## config.mk

```make
export PLATFORM = sky130hd
export DESIGN_NAME = hbridge_gate_seq
export DESIGN_NICKNAME = d
export VERILOG_FILES = /design/src/rtl/hbg_pkg.sv /design/src/rtl/hbg_sync.sv /design/src/rtl/hbg_phase.sv /design/src/rtl/hbg_mode_dec.sv /design/src/rtl/hbg_gap_seq.sv /design/src/rtl/hbridge_gate_seq.sv
export SDC_FILE = /design/constraint.sdc
export NUM_CORES = 1
export LEC_CHECK = 0
export BUFFER_PORTS_ARGS = -buffer_cell sky130_fd_sc_hd__buf_2
export CAP_MARGIN = 10
export CORE_MARGIN = 2
export CORE_UTILIZATION = 55
export CTS_CLUSTER_DIAMETER = 100
export DETAILED_ROUTE_END_ITERATION = 8
export PLACE_DENSITY = 0.76
export SYNTH_ARGS = -nofsm -noshare
export SYNTH_HDL_FRONTEND = slang
export SYNTH_SLANG_ARGS = --single-unit
```

## constraint.sdc

```tcl
create_clock -name clk -period 2.53 [get_ports clk]
set_clock_uncertainty 0.1 [all_clocks]
set_input_delay 0.1265 -clock clk [delete_from_list [all_inputs] [get_ports clk]]
set_output_delay 0.1265 -clock clk [all_outputs]
set_load 0.01 [all_outputs]
```

## src/rtl/hbg_pkg.sv

```systemverilog
package hbg_pkg;

  // Conducting patterns the sequencer can hold
  typedef enum logic [1:0] {
    PAT_OFF    = 2'd0,
    PAT_LOWS   = 2'd1,
    PAT_DIAG_A = 2'd2,  // high-left + low-right
    PAT_DIAG_B = 2'd3   // high-right + low-left
  } pat_e;

  typedef enum logic {
    ST_RUN = 1'b0,
    ST_GAP = 1'b1
  } seq_st_e;

  // Gate vector order: {hl, hr, ll, lr}
  function automatic logic [3:0] pat_gates(input pat_e p);
    case (p)
      PAT_LOWS:   return 4'b0011;
      PAT_DIAG_A: return 4'b1001;
      PAT_DIAG_B: return 4'b0110;
      default:    return 4'b0000;
    endcase
  endfunction

  function automatic logic pat_conducts(input pat_e p);
    return p != PAT_OFF;
  endfunction

  // Dead interval completes after 'elapsed' off cycles (counted from 1)
  function automatic logic gap_done(input int unsigned elapsed,
                                    input logic slope,
                                    input int unsigned min_c,
                                    input int unsigned max_c);
    return ((elapsed >= min_c) && slope) || (elapsed >= max_c);
  endfunction

endpackage

```

## src/rtl/hbg_sync.sv

```systemverilog
module hbg_sync #(
  parameter int unsigned WIDTH = 1,
  parameter logic [WIDTH-1:0] RST_VAL = '0
) (
  input  logic             clk,
  input  logic             rst,
  input  logic [WIDTH-1:0] d_i,
  output logic [WIDTH-1:0] q_o
);

  logic [WIDTH-1:0] meta_q;
  logic [WIDTH-1:0] stab_q;

  always_ff @(posedge clk) begin
    if (rst) begin
      meta_q <= RST_VAL;
      stab_q <= RST_VAL;
    end else begin
      meta_q <= d_i;
      stab_q <= meta_q;
    end
  end

  assign q_o = stab_q;

  // Two-stage latency from raw input to synchronized output
  assert_sync_delay_R12: assert property (@(posedge clk) disable iff (rst)
    (!$past(rst) && !$past(rst, 2)) |-> (q_o == $past(d_i, 2)));

endmodule

```

## src/rtl/hbg_phase.sv

```systemverilog
module hbg_phase
  import hbg_pkg::*;
(
  input  logic clk,
  input  logic rst,
  input  logic bclk_s_i,
  input  logic div_active_i,
  output pat_e div_pat_o,
  output logic fall_o
);

  logic bclk_d_q;
  logic phase_q;     // 0: diagonal A, 1: diagonal B
  logic div_d_q;
  logic entry_w;

  assign fall_o  = bclk_d_q & ~bclk_s_i;
  assign entry_w = div_active_i & ~div_d_q;

  always_ff @(posedge clk) begin
    if (rst) begin
      bclk_d_q <= 1'b0;
      phase_q  <= 1'b0;
      div_d_q  <= 1'b0;
    end else begin
      bclk_d_q <= bclk_s_i;
      div_d_q  <= div_active_i;
      if (entry_w)
        phase_q <= 1'b0;
      else if (div_active_i && fall_o)
        phase_q <= ~phase_q;
    end
  end

  assign div_pat_o = (entry_w || !phase_q) ? PAT_DIAG_A : PAT_DIAG_B;

  // Entry into halving mode always begins with diagonal A
  assert_entry_phase_R6: assert property (@(posedge clk) disable iff (rst)
    (div_active_i && !$past(div_active_i)) |-> (div_pat_o == PAT_DIAG_A));

  // Without a falling edge the pair stays put
  assert_hold_no_fall_R5: assert property (@(posedge clk) disable iff (rst)
    (div_active_i && $past(div_active_i) && !$past(fall_o))
      |-> (div_pat_o == $past(div_pat_o)));

  // A falling edge in steady halving mode flips the pair
  assert_flip_on_fall_R5: assert property (@(posedge clk) disable iff (rst)
    (div_active_i && $past(div_active_i) && $past(div_active_i, 2) && $past(fall_o))
      |-> (div_pat_o != $past(div_pat_o)));

endmodule

```

## src/rtl/hbg_mode_dec.sv

```systemverilog
module hbg_mode_dec
  import hbg_pkg::*;
(
  input  logic off_s_i,
  input  logic startup_s_i,
  input  logic direct_s_i,
  input  logic bclk_s_i,
  input  pat_e div_pat_i,
  output logic div_active_o,
  output pat_e req_o
);

  assign div_active_o = !off_s_i && startup_s_i && !direct_s_i;

  always_comb begin
    if (off_s_i)
      req_o = PAT_OFF;
    else if (!startup_s_i)
      req_o = PAT_LOWS;
    else if (direct_s_i)
      req_o = bclk_s_i ? PAT_DIAG_B : PAT_DIAG_A;
    else
      req_o = div_pat_i;
  end

endmodule

```

## src/rtl/hbg_gap_seq.sv

```systemverilog
module hbg_gap_seq
  import hbg_pkg::*;
#(
  parameter int unsigned MIN_GAP = 4,
  parameter int unsigned MAX_GAP = 16
) (
  input  logic       clk,
  input  logic       rst,
  input  pat_e       req_i,
  input  logic       slope_s_i,
  output logic [3:0] gates_o,
  output logic       in_gap_o
);

  localparam int unsigned CNT_W = $clog2(MAX_GAP + 1);

  seq_st_e          state_q, state_n;
  pat_e             cur_q, cur_n;
  logic [CNT_W-1:0] gap_cnt_q, gap_cnt_n;
  logic [3:0]       gates_q, gates_n;
  logic             done_w;

  assign done_w = gap_done(32'(gap_cnt_q) + 32'd1, slope_s_i, MIN_GAP, MAX_GAP);

  always_comb begin
    state_n   = state_q;
    cur_n     = cur_q;
    gap_cnt_n = gap_cnt_q;
    case (state_q)
      ST_RUN: begin
        if (req_i == PAT_OFF) begin
          cur_n = PAT_OFF;
        end else if (req_i != cur_q) begin
          if (!pat_conducts(cur_q)) begin
            cur_n = req_i;
          end else begin
            state_n   = ST_GAP;
            gap_cnt_n = '0;
          end
        end
      end
      default: begin
        if (req_i == PAT_OFF) begin
          state_n = ST_RUN;
          cur_n   = PAT_OFF;
        end else if (done_w) begin
          state_n = ST_RUN;
          cur_n   = req_i;
        end else begin
          gap_cnt_n = gap_cnt_q + CNT_W'(1);
        end
      end
    endcase
    gates_n = (state_n == ST_GAP) ? 4'b0000 : pat_gates(cur_n);
  end

  always_ff @(posedge clk) begin
    if (rst) begin
      state_q   <= ST_RUN;
      cur_q     <= PAT_OFF;
      gap_cnt_q <= '0;
      gates_q   <= 4'b0000;
    end else begin
      state_q   <= state_n;
      cur_q     <= cur_n;
      gap_cnt_q <= gap_cnt_n;
      gates_q   <= gates_n;
    end
  end

  assign gates_o  = gates_q;
  assign in_gap_o = (state_q == ST_GAP);

  // Leaving a dead interval into conduction only after the minimum
  assert_min_gap_R8: assert property (@(posedge clk) disable iff (rst)
    (state_q == ST_RUN && $past(state_q) == ST_GAP && cur_q != PAT_OFF)
      |-> (32'($past(gap_cnt_q)) + 32'd1 >= MIN_GAP));

  // Interval counter never exceeds the timeout bound
  assert_gap_bound_R9: assert property (@(posedge clk) disable iff (rst)
    (state_q == ST_GAP) |-> (32'(gap_cnt_q) < MAX_GAP));

  // Pattern driven after the interval is the latest request
  assert_latest_req_R10: assert property (@(posedge clk) disable iff (rst)
    (state_q == ST_RUN && $past(state_q) == ST_GAP) |-> (cur_q == $past(req_i)));

endmodule

```

## src/rtl/hbridge_gate_seq.sv

```systemverilog
module hbridge_gate_seq
  import hbg_pkg::*;
#(
  parameter int unsigned MIN_GAP = 4,
  parameter int unsigned MAX_GAP = 16
) (
  input  logic clk,
  input  logic rst,
  input  logic bridge_off_i,
  input  logic startup_i,
  input  logic direct_i,
  input  logic ext_clk_i,
  input  logic osc_tick_i,
  input  logic ext_sel_i,
  input  logic slope_done_i,
  output logic gate_hl_o,
  output logic gate_hr_o,
  output logic gate_ll_o,
  output logic gate_lr_o
);

  localparam int unsigned N_SYNC = 5;
  // bit order: {off, startup, direct, bclk, slope}; off resets high
  localparam logic [N_SYNC-1:0] SYNC_RST = 5'b10000;

  logic              bclk_raw_w;
  logic [N_SYNC-1:0] raw_w;
  logic [N_SYNC-1:0] syn_w;
  logic              off_s, startup_s, direct_s, bclk_s, slope_s;
  logic              div_active_w;
  logic              fall_w;
  logic              in_gap_w;
  pat_e              div_pat_w;
  pat_e              req_w;
  logic [3:0]        gates_w;

  assign bclk_raw_w = ext_sel_i ? ext_clk_i : osc_tick_i;
  assign raw_w      = {bridge_off_i, startup_i, direct_i, bclk_raw_w, slope_done_i};

  hbg_sync #(.WIDTH(N_SYNC), .RST_VAL(SYNC_RST)) sync_i (
    .clk (clk),
    .rst (rst),
    .d_i (raw_w),
    .q_o (syn_w)
  );

  assign {off_s, startup_s, direct_s, bclk_s, slope_s} = syn_w;

  hbg_phase phase_i (
    .clk          (clk),
    .rst          (rst),
    .bclk_s_i     (bclk_s),
    .div_active_i (div_active_w),
    .div_pat_o    (div_pat_w),
    .fall_o       (fall_w)
  );

  hbg_mode_dec dec_i (
    .off_s_i      (off_s),
    .startup_s_i  (startup_s),
    .direct_s_i   (direct_s),
    .bclk_s_i     (bclk_s),
    .div_pat_i    (div_pat_w),
    .div_active_o (div_active_w),
    .req_o        (req_w)
  );

  hbg_gap_seq #(.MIN_GAP(MIN_GAP), .MAX_GAP(MAX_GAP)) seq_i (
    .clk       (clk),
    .rst       (rst),
    .req_i     (req_w),
    .slope_s_i (slope_s),
    .gates_o   (gates_w),
    .in_gap_o  (in_gap_w)
  );

  assign {gate_hl_o, gate_hr_o, gate_ll_o, gate_lr_o} = gates_w;

  // Master off forces every gate low on the next cycle
  assert_off_all_low_R1: assert property (@(posedge clk) disable iff (rst)
    off_s |=> (gates_w == 4'b0000));

  // No leg ever has both switches on
  assert_no_shoot_R7: assert property (@(posedge clk) disable iff (rst)
    !(gate_hl_o && gate_ll_o) && !(gate_hr_o && gate_lr_o));

  // Two conducting cycles in a row must show the same pattern
  assert_break_make_R7: assert property (@(posedge clk) disable iff (rst)
    (gates_w != 4'b0000 && $past(gates_w) != 4'b0000) |-> (gates_w == $past(gates_w)));

  // Outputs stay low while a dead interval is open
  assert_gap_low_R7: assert property (@(posedge clk) disable iff (rst)
    in_gap_w |-> (gates_w == 4'b0000));

endmodule

```

After elaboration in Yosys (flattened, before gate mapping)
Index checks and enable logic that the tools add are counted.
Widths: inputs -> output; s select.
Operators by class
  magnitude comparators: 2
  equality and inequality tests: 5
  bitwise operators: 6
  reductions and logical operators: 16
  multiplexer cells: 25
  add/sub/neg operators: 2
Operator list (count)
  $ge 32x3->1 const B: 1
  $ge 32x5->1 const B: 1
  $mux 5: 6
  $mux 2: 9
  $pmux 4 s3: 1
  $mux 1: 9
  $add 5x1->6 const B: 1
  $reduce_bool 2->1: 3
  $add 5x1->5 const B: 1
  $eq 2x2->1 const B: 2
  $logic_and 1x1->1: 4
  $not 1->1: 4
  $reduce_and 4->1: 1
  $reduce_or 2->1: 2
  $logic_not 1->1: 3
  $and 1x1->1: 2
  $eq 2x1->1 const B: 1
  $logic_not 2->1: 1
  $logic_or 1x1->1: 2
  $ne 2x2->1: 1
  $ne 2x2->1 const B: 1
Storage, ports and cells
  flip-flop bits (word level): 25
  output and inout port bits: 4
  input bits: 9

Logic depth before layout (Yosys ltp)
Gate-level depths: netlist (run 1).
  word-level depth: 15
  mapped depth: 8
  mapped depth without buffers: 8

By module
From an unflattened synthesis (run 1), not the netlist that was laid out.
Unflattened totals
  cell total of the unflattened synthesis: 110
  area total of the unflattened synthesis: 1098.6 µm²
Modules (own cells, without submodules)
  hbg_gap_seq: seq. area each 240.2 µm², area an instance 655.6 µm², times used 1, cells each 69
  hbg_sync: seq. area each 200.2 µm², area an instance 262.8 µm², times used 1, cells each 20
  hbg_phase: seq. area each 60.1 µm², area an instance 132.6 µm², times used 1, cells each 14
  hbg_mode_dec: seq. area each 0.0 µm², area an instance 32.5 µm², times used 1, cells each 6
  hbridge_gate_seq: seq. area each 0.0 µm², area an instance 15.0 µm², times used 1, cells each 1

Worst setup path after synthesis (run 1)
Ideal clock, no wire load.
  path type: register to register
  start point: register seq_i.gap_cnt_q[0]
  end point: register seq_i.gates_q[0] (netlist: seq_i.gates_o[0])
  path buffers: 0
  cell stages (with the launch flop): 9
  setup slack: 0.484 ns
  arrival time: 1.868 ns
  data required time: 2.352 ns
  path through: dfxtp_1 -> ha_1 -> a211oi_1 -> a21oi_1 -> and3b_4 -> nor4_4 -> inv_1 -> ha_1 -> nor3_1
On the way
  longest elaborated chain between the ends: 9
  elaborated cells on any way between the ends: 16
  classes of those cells: add/sub: 1; order compare: 2; eq/ne: 3; mux: 7; reduce/logical: 3
Ends and longest elaborated chain
  start: declaration: line hbg_gap_seq.sv:19  | logic [CNT_W-1:0] gap_cnt_q, gap_cnt_n;
  start signal: assignment: line hbg_gap_seq.sv:66  | gap_cnt_q <= gap_cnt_n;
  $add 5x1->6 *: line hbg_gap_seq.sv:23  | assign done_w = gap_done(32'(gap_cnt_q) + 32'd1, slope_s_i, MIN_GAP, MAX_GAP);
  $ge 32x3->1: line hbg_pkg.sv:35  | return ((elapsed >= min_c) && slope) || (elapsed >= max_c);
  $logic_and 1x1->1: line hbg_pkg.sv:35
  $logic_or 1x1->1 *: line hbg_pkg.sv:35
  $mux 2 *: line hbg_gap_seq.sv:46  | end else if (done_w) begin
  $mux 2 *: line hbg_gap_seq.sv:43  | if (req_i == PAT_OFF) begin
  $mux 2 *: line hbg_gap_seq.sv:29  | case (state_q)
  via seq_i.cur_n[0]: line hbg_gap_seq.sv:18  | pat_e cur_q, cur_n;
  $eq 2x2->1 or $eq 2x1->1 (tied branches): line hbg_pkg.sv:18  | case (p)
  $pmux 4 s3 *: line hbg_pkg.sv:18
  end signal: assignment: line hbg_gap_seq.sv:67  | gates_q <= gates_n;
  end: declaration: line hbg_gap_seq.sv:20  | logic [3:0] gates_q, gates_n;
Mark *: on every way through the listed nets, which the timed path passes. The rest lies on a longest branch.
A chain may end at the register's enable or synchronous reset.

Worst setup path in the final report (run 1)
Same ends and word-level chain as after synthesis.

==> flow_metrics.py, run 1 <==
metrics = {
    "status": {
        "outcome": "completed",
    },
    "global_route": {
        "grt_max_degree": 28,
        "grt-ovfl-total": 0,
        "grt_pass1_vias": 839,
        "grtUsageTotal": 0.191,
        "grt_pass1_wl_microns": 3560,
        "antenna_found_initial": 0,
    },
    "hold_path": {
        "hold_depth": 2,
        "hold_class": "in2reg",
        "worstHoldStart": "rst",
        "hold-path-endpoint": "phase_i.phase_q",
    },
    "drt": {
        "routed.top_layer": "met4",
        "drtPass1Iterations": 4,
        "wl_per_cell_microns": 13.2,
        "vias": 866,
        "vias_per_cell": 5.45,
        "met1_length_microns": 936,
        "wl_met3_microns": 71,
        "antenna_left": 0,
        "wirelength_microns": 2100,
        "drc": 0,
        "drt_iter0_markers": 24,
        "dr_wl_met2_microns": 998,
    },
    "power_and_ir_drop": {
        "p_per_area_nw_per_um2": 497,
        "p_seq_frac": 0.658,
        "switching_share": 0.221,
        "p_leak_nw": 0.496,
        "peakVddDrop_mv": 0.455,
        "power_frac_clock": 0.278,
        "p_sw_mw": 0.138,
        "internal_power_mw": 0.485,
        "comb_power_share": 0.064,
    },
    "cells_and_area": {
        "final_nets": 146,
        "finalInstanceArea_sq_um": 1250,
        "drive_gt1_frac": 0.205,
        "fin_cells": 159,
        "syn2layout_area_growth_pct": 13.9,
        "diodes": 0,
        "final_util": 0.652,
    },
    "floorplan": {
        "die_area_sq_um": 2370,
        "die-height_microns": 48.7,
        "dieWidth_microns": 48.7,
        "coreArea_sq_um": 1920,
        "ios": 13,
        "row_count": 16,
        "start_util": 0.572,
    },
    "worst_setup_path": {
        "worstSetupPathType": "reg2reg",
        "path_cells": "ha_1 > a211oi_1 > a21oi_2 > and3b_4 > nor4_4 > inv_1 > ha_1 > nor3_1",
        "start_kind": "flip-flop",
        "ff2ff_setup_slack_ps": 230,
        "crit_top_cell": "ha_1",
        "crit_path_top_delay_cell": "dfxtp_1",
        "r2r_end": "seq_i.gates_o[0]",
        "cp_top_family": "simple AND/OR/NAND/NOR gates",
        "cp-end-kind": "flip-flop",
        "r2r_start": "seq_i.gap_cnt_q[0]",
        "path_max_fanout": 6,
        "reg2regPathDepth": 8,
        "worst-path-buf-inv": 1,
        "max_stage_delay_ps": 380,
        "critPathRequiredTime_ps": 2670,
        "crit_arrival_ps": 2440,
    },
    "logic_synthesis": {
        "yosys_warnings": 0,
        "synth.distinct_cells": 39,
        "avgSynthCellArea_sq_um": 9.65,
        "syn-cell-area_sq_um": 1100,
        "ys_seq_elements": 25,
        "synth_edf_count": 0,
        "ys_async_sr_fraction": 0,
        "syn_nets": 127,
        "ys_seq_area_frac": 0.455,
        "netlist_instances": 114,
        "ys.flop_type": "dfxtp_1",
    },
    "timing": {
        "maxSlewViolCount": 0,
        "period_needed_ps": 2300,
        "rsz0062_at_grt": "no",
        "finalCritPeriodShare": 0.910,
        "fin_tns_setup_ps": 0,
        "holdWs_ps": 130,
        "worst_slew_pin_slew_ps": 443,
        "timing.fmax_mhz": 434,
        "finalHoldViolCount": 0,
        "setup_viol": 0,
        "relSlewSlack": 0.704,
    },
    "placement": {
        "placement.cell_area_sq_um": 1160,
        "gp_congestion": 0.736,
        "numPortBuffers": 12,
        "post-dp-hpwl_microns": 1360,
        "dp.cells": 149,
    },
    "clock_tree": {
        "clk_latency_ps": 310,
        "cts_tree": "done",
        "cts_buffers": 3,
        "h-tree-depth": 1,
        "post_cts_buffers": 0,
        "cts_root_buffer": "clkbuf_4",
        "clkTransAtPathRegs_ps": 140,
        "clk_path_buf_depth": 2,
        "cts_sinks": 25,
    },
    "run": {
        "max-cap-violations": 0,
    },
}
state kept, by name, indices dropped and copies added (netlist names):
register          flops
sync_i.q_o            5
phase_i.div_d_q       1
phase_i.phase_q       1
seq_i.cur_q           2
phase_i.bclk_d_q      1
seq_i.in_gap_o        1
seq_i.gap_cnt_q       5
seq_i.gates_o         4
sync_i.meta_q         5
cell usage after synthesis (2+ instances only):
| library cell | instances | share of area |
|---|---|---|
| dfxtp_1 | 25 | 0.46 |
| nor2b_1 | 11 | 0.063 |
| nor2_1 | 9 | 0.031 |
| a21oi_1 | 8 | 0.036 |
| nand2_1 | 5 | 0.017 |
| nand3_1 | 5 | 0.023 |
| ha_1 | 4 | 0.046 |
| nand2b_1 | 4 | 0.023 |
| nor3_1 | 4 | 0.018 |
| inv_1 | 3 | 0.010 |
| nor3b_1 | 3 | 0.020 |
| a211oi_1 | 2 | 0.014 |
| a31oi_1 | 2 | 0.011 |
| mux2i_1 | 2 | 0.018 |
| o21ai_0 | 2 | 0.0091 |
| or2_2 | 2 | 0.011 |
logic make-up (layout without fill, tap and decap cells):
family,Yosys count,count (layout),synth area share
AND/OR/NAND/NOR,54,54,0.305
flip-flops,25,25,0.455
buffers and inverters,7,25,0.0398
AO/OA/AOI/OAI,22,22,0.137
multiplexers,2,2,0.0182
adder cells (fa/ha/maj),4,4,0.0455
through the flow:
step,setup slack [ps],power (mW)
6_report,228,0.623
5_1_grt,38.6,0.647
3_5_place_dp,266,0.449
4_1_cts,227,0.624
2_1_floorplan,484,0.440
3_3_place_gp,360,0.448
worst max path at each step:
stage	from	endpoint	slack [ps]	cells after the start
4_1_cts	seq_i.gap_cnt_q[0]	seq_i.gates_o[0]	230	8
6_report	seq_i.gap_cnt_q[0]	seq_i.gates_o[0]	230	8
3_5_place_dp	seq_i.gap_cnt_q[0]	seq_i.gates_o[0]	270	8
3_3_place_gp	seq_i.gap_cnt_q[0]	seq_i.gates_o[0]	360	8
5_1_grt	seq_i.gap_cnt_q[0]	seq_i.gates_o[0]	40	8
2_1_floorplan	seq_i.gap_cnt_q[0]	seq_i.gates_o[0]	480	8
power by group through the flow:
stage,registers (mW),clock network (mW),logic (mW)
6_report,0.410,0.173,0.0397
5_1_grt,0.411,0.192,0.0437
4_1_cts,0.410,0.176,0.0383
3_5_place_dp,0.418,0,0.0307
3_3_place_gp,0.418,0,0.0297
2_1_floorplan,0.417,0,0.0233
per-layer routing:
metal	GRT usage	vias up
met2	0.304	25
met5	0	-
met3	0.0340	10
li1	-	437
met4	0.129	0
met1	0.237	394
cell type report:
type,instances,area (sq um)
inverter,3,11.3
clock buffer,3,22.5
sequential,25,500
clock inverter,1,5.00
multi-input combinational,82,559
fill,160,669
tap,27,33.8
timing repair buffer,18,120
timing repair:
action / in CTS / in global routing
resized for setup: 0 / 1
hold buffers: 6 / 0
endpoints found under the setup margin: 0 / 1
endpoints found under the hold margin: 5 / 0
layout by cell type (no fill, tap or decap), drive strengths merged, types with 2 or more instances in the layout:
cell	instances
dfxtp	25
buf	12
nor2b	11
nor2	9
a21oi	8
dlygate4sd3	6
nand2	5
nand3	5
nor3	4
nand2b	4
ha	4
nor3b	4
inv	3
clkbuf	3
o21ai	2
a211oi	2
mux2i	2
a31oi	2
or2	2
and3b	2
nor4	2
(Power assumes the default switching activity.)
==> run 2: changes to the inputs <==
- MAX_ROUTING_LAYER: not set -> met4
==> flow_metrics.py, run 2 (same netlist as run 1, synthesis figures left out) <==
metrics = {
    "power_and_ir_drop": {
        "comb_power_share": 0.064,
        "p_seq_frac": 0.658,
        "fin_total_pwr_mw": 0.623,
        "power_frac_clock": 0.278,
        "internal_power_mw": 0.485,
        "peakVddDrop_mv": 0.455,
        "p_sw_mw": 0.138,
        "p_leak_nw": 0.496,
        "switching_share": 0.221,
        "p_per_area_nw_per_um2": 497,
    },
    "timing": {
        "worst_slack_ps": 227,
        "setup_viol": 0,
        "maxSlewViolCount": 0,
        "period_needed_ps": 2300,
        "holdWs_ps": 130,
        "rsz0062_at_grt": "no",
        "fin_tns_setup_ps": 0,
        "worst_slew_pin_slew_ps": 445,
        "relSlewSlack": 0.704,
        "finalHoldViolCount": 0,
        "finalCritPeriodShare": 0.910,
        "timing.fmax_mhz": 434,
    },
    "drt": {
        "wl_per_cell_microns": 13.2,
        "vias": 867,
        "wirelength_microns": 2100,
        "drt_iter0_markers": 23,
        "drc": 0,
        "drtPass1Iterations": 5,
        "vias_per_cell": 5.45,
        "antenna_left": 0,
    },
    "clock_tree": {
        "cts_tree": "done",
        "h-tree-depth": 1,
        "clk_latency_ps": 310,
        "clk_path_buf_depth": 2,
        "cts_root_buffer": "clkbuf_4",
        "cts_buffers": 3,
        "clkTransAtPathRegs_ps": 140,
        "cts_sinks": 25,
        "post_cts_buffers": 0,
    },
    "hold_path": {
        "hold_class": "in2reg",
    },
    "global_route": {
        "antenna_found_initial": 0,
        "grt_max_degree": 28,
        "grt_pass1_vias": 837,
        "grt-ovfl-total": 0,
        "grtUsageTotal": 0.197,
        "grt_pass1_wl_microns": 3570,
    },
    "floorplan": {
        "coreArea_sq_um": 1920,
        "die-height_microns": 48.7,
        "dieWidth_microns": 48.7,
        "ios": 13,
        "start_util": 0.572,
        "die_area_sq_um": 2370,
        "row_count": 16,
    },
    "placement": {
        "numPortBuffers": 12,
        "dp.cells": 149,
        "gp_congestion": 0.745,
        "pre_cts_slack_ps": 266,
        "placement.cell_area_sq_um": 1160,
        "post-dp-hpwl_microns": 1360,
    },
    "cells_and_area": {
        "syn2layout_area_growth_pct": 13.9,
        "register_area_sq_um": 500,
        "diodes": 0,
        "fillers": 160,
        "finalInstanceArea_sq_um": 1250,
        "drive_gt1_frac": 0.205,
        "layout_common_cells": "dfxtp_1 (25), buf_2 (12), nor2b_1 (11)",
        "final_util": 0.652,
        "fin_cells": 159,
        "final_nets": 146,
        "layout_commonest_cell": "dfxtp_1",
        "multiInputGateArea_sq_um": 559,
    },
    "worst_setup_path": {
        "critPathRequiredTime_ps": 2670,
        "path_max_fanout": 6,
        "start_kind": "flip-flop",
        "crit_arrival_ps": 2440,
        "worstSetupPathType": "reg2reg",
        "cp-end-kind": "flip-flop",
    },
    "status": {
        "outcome": "completed",
    },
    "run": {
        "max-cap-violations": 0,
    },
}
[run 2: cell counts in the layout (fill, tap and decap cells not counted)]
Identical to the previous run, type by type.
[run 2: area by class of cell]
class	count	share of cell area
clock buffer	3	0.0180
tap	27	0.0270
timing repair buffer	18	0.0959
multi-input combinational	82	0.447
sequential	25	0.400
inverter	3	0.00899
clock inverter	1	0.00400
[run 2: power by group through the flow]
stage | logic (mW) | clock network (mW) | registers, mW
floorplan | 0.0233 | 0 | 0.417
global placement | 0.0297 | 0 | 0.418
detailed placement | 0.0307 | 0 | 0.418
CTS | 0.0383 | 0.176 | 0.410
global route | 0.0437 | 0.192 | 0.411
finish | 0.0397 | 0.173 | 0.410
[run 2: worst paths after layout]
path | start | endpoint | slack, ps | depth (start not counted)
worst max-delay path | seq_i.gap_cnt_q[0] | seq_i.gates_o[0] | 230 | 8
worst min-delay path | rst | phase_i.phase_q | 130 | 2
worst min register to register | sync_i.meta_q[2] | sync_i.q_o[2] | 360 | 1
worst max register to register | seq_i.gap_cnt_q[0] | seq_i.gates_o[0] | 230 | 8
[run 2: critical path, stage by stage, from the launching register on]
cell and delay (ps):
dfxtp_1 380, ha_1 270, a211oi_1 310, a21oi_2 100, and3b_4 200, nor4_4 340
inv_1 80, ha_1 290, nor3_1 180
[run 2: metal layers]
metal,track usage,part of all wire
met5,-,0
met4,0.129,0.046
met3,0.0340,0.028
met2,0.304,0.47
met1,0.237,0.45
[run 2: repair_timing]
| action | in CTS | in global routing |
|---|---|---|
| resized for setup | 0 | 1 |
| hold buffers | 6 | 0 |
| endpoints found under the hold margin | 5 | 0 |
| setup endpoints to repair | 0 | 1 |
==> run 3: changes to the inputs <==
- MAX_ROUTING_LAYER: met4 -> not set
- PLACE_DENSITY: 0.76 -> 0.79
- SKIP_LAST_GASP: not set -> 1
==> flow_metrics.py, run 3 (same netlist as run 1, synthesis figures left out) <==
metrics = {
    "timing": {
        "fin_tns_setup_ps": 0,
        "timing.fmax_mhz": 444,
        "relSlewSlack": 0.702,
        "finalHoldViolCount": 0,
        "period_needed_ps": 2250,
        "holdWs_ps": 112,
        "worst_slew_pin_slew_ps": 447,
        "rsz0062_at_grt": "no",
        "setup_viol": 0,
        "finalCritPeriodShare": 0.889,
        "maxSlewViolCount": 0,
    },
    "floorplan": {
        "row_count": 16,
        "start_util": 0.572,
        "coreArea_sq_um": 1920,
        "ios": 13,
        "die_area_sq_um": 2370,
        "die-height_microns": 48.7,
        "dieWidth_microns": 48.7,
    },
    "status": {
        "outcome": "completed",
    },
    "global_route": {
        "grtUsageTotal": 0.179,
        "grt_pass1_vias": 788,
        "antenna_found_initial": 0,
        "grt_pass1_wl_microns": 3330,
        "grt_max_degree": 28,
        "grt-ovfl-total": 0,
    },
    "worst_setup_path": {
        "worstSetupPathType": "reg2reg",
        "cp-end-kind": "flip-flop",
        "crit_arrival_ps": 2410,
        "start_kind": "flip-flop",
        "path_max_fanout": 6,
        "critPathRequiredTime_ps": 2690,
        "r2r_start": "seq_i.gap_cnt_q[0]",
        "worstSetupStartpoint": "seq_i.gap_cnt_q[0]",
    },
    "power_and_ir_drop": {
        "fin_total_pwr_mw": 0.637,
        "p_per_area_nw_per_um2": 509,
        "peakVddDrop_mv": 0.503,
        "p_leak_nw": 0.493,
    },
    "cells_and_area": {
        "diodes": 0,
        "fillers": 164,
        "layout_common_cells": "dfxtp_1 (25), buf_2 (12), nor2b_1 (11)",
        "multiInputGateArea_sq_um": 556,
        "fin_cells": 159,
        "drive_gt1_frac": 0.197,
        "final_util": 0.651,
        "syn2layout_area_growth_pct": 13.8,
        "register_area_sq_um": 500,
        "layout_commonest_cell": "dfxtp_1",
        "final_nets": 146,
    },
    "hold_path": {
        "worstHoldStart": "rst",
        "hold_class": "in2reg",
    },
    "clock_tree": {
        "h-tree-depth": 1,
        "clkTransAtPathRegs_ps": 150,
        "cts_tree": "done",
        "post_cts_buffers": 0,
        "clk_latency_ps": 330,
        "cts_buffers": 3,
        "cts_sinks": 25,
        "clk_path_buf_depth": 2,
        "cts_root_buffer": "clkbuf_4",
    },
    "run": {
        "max-cap-violations": 0,
    },
    "drt": {
        "antenna_left": 0,
        "vias": 881,
        "vias_per_cell": 5.54,
        "wirelength_microns": 1980,
        "wl_per_cell_microns": 12.5,
        "drtPass1Iterations": 4,
        "drc": 0,
        "drt_iter0_markers": 17,
    },
    "placement": {
        "post-dp-hpwl_microns": 1320,
        "gp_congestion": 0.946,
        "dp.cells": 149,
        "numPortBuffers": 12,
    },
}
[run 3: cell count changes in the layout (fill, tap and decap cells not counted)]
cell and change:
a21oi_2 -1, a21oi_1 +1, clkinvlp_4 +1, clkinv_2 -1
[run 3: final timing paths]
kind	end	slack [ps]	cells after the start
setup / recovery	seq_i.gates_o[0]	280	8
hold / removal	phase_i.div_d_q	110	2
setup reg to reg	seq_i.gates_o[0]	280	8
hold reg to reg	sync_i.q_o[4]	350	1
[run 3: layout make-up]
class	instances	share of cell area
inverter	3	0.00900
multi-input combinational	82	0.444
timing repair buffer	18	0.0960
clock buffer	3	0.0180
clock inverter	1	0.00600
tap	27	0.0270
sequential	25	0.400
[run 3: what timing repair did]
action | in CTS | in global routing
endpoints found under the hold margin | 5 | 0
resized for setup | 0 | 0
hold buffers | 6 | 0
[run 3: layer usage]
layer | vias up | track usage | routed length (microns)
met4 | 0 | 0.0810 | 24
li1 | 437 | - | -
met1 | 415 | 0.223 | 865
met2 | 26 | 0.311 | 1020
met5 | - | 0 | 0
met3 | 3 | 0.0185 | 69
[run 3: per-stage QoR]
stage	setup slack (ps)	area, sq um
after global placement	402	1160
after CTS	263	1250
after floorplan	484	1100
after global routing	25.2	1250
final	280	1250
after detailed placement	287	1160
[run 3: critical path: stages, from the launching register on]
cell	delay, ps
dfxtp_1	380
ha_1	270
a211oi_1	270
a21oi_1	120
and3b_4	220
nor4_4	300
inv_1	80
ha_1	300
nor3_1	150
[run 3: report_power, final]
group | internal [mW] | total, mW | switching [mW]
clock | 0.0606 | 0.189 | 0.128
combinational | 0.0226 | 0.0391 | 0.0166
sequential | 0.404 | 0.410 | 0.00599
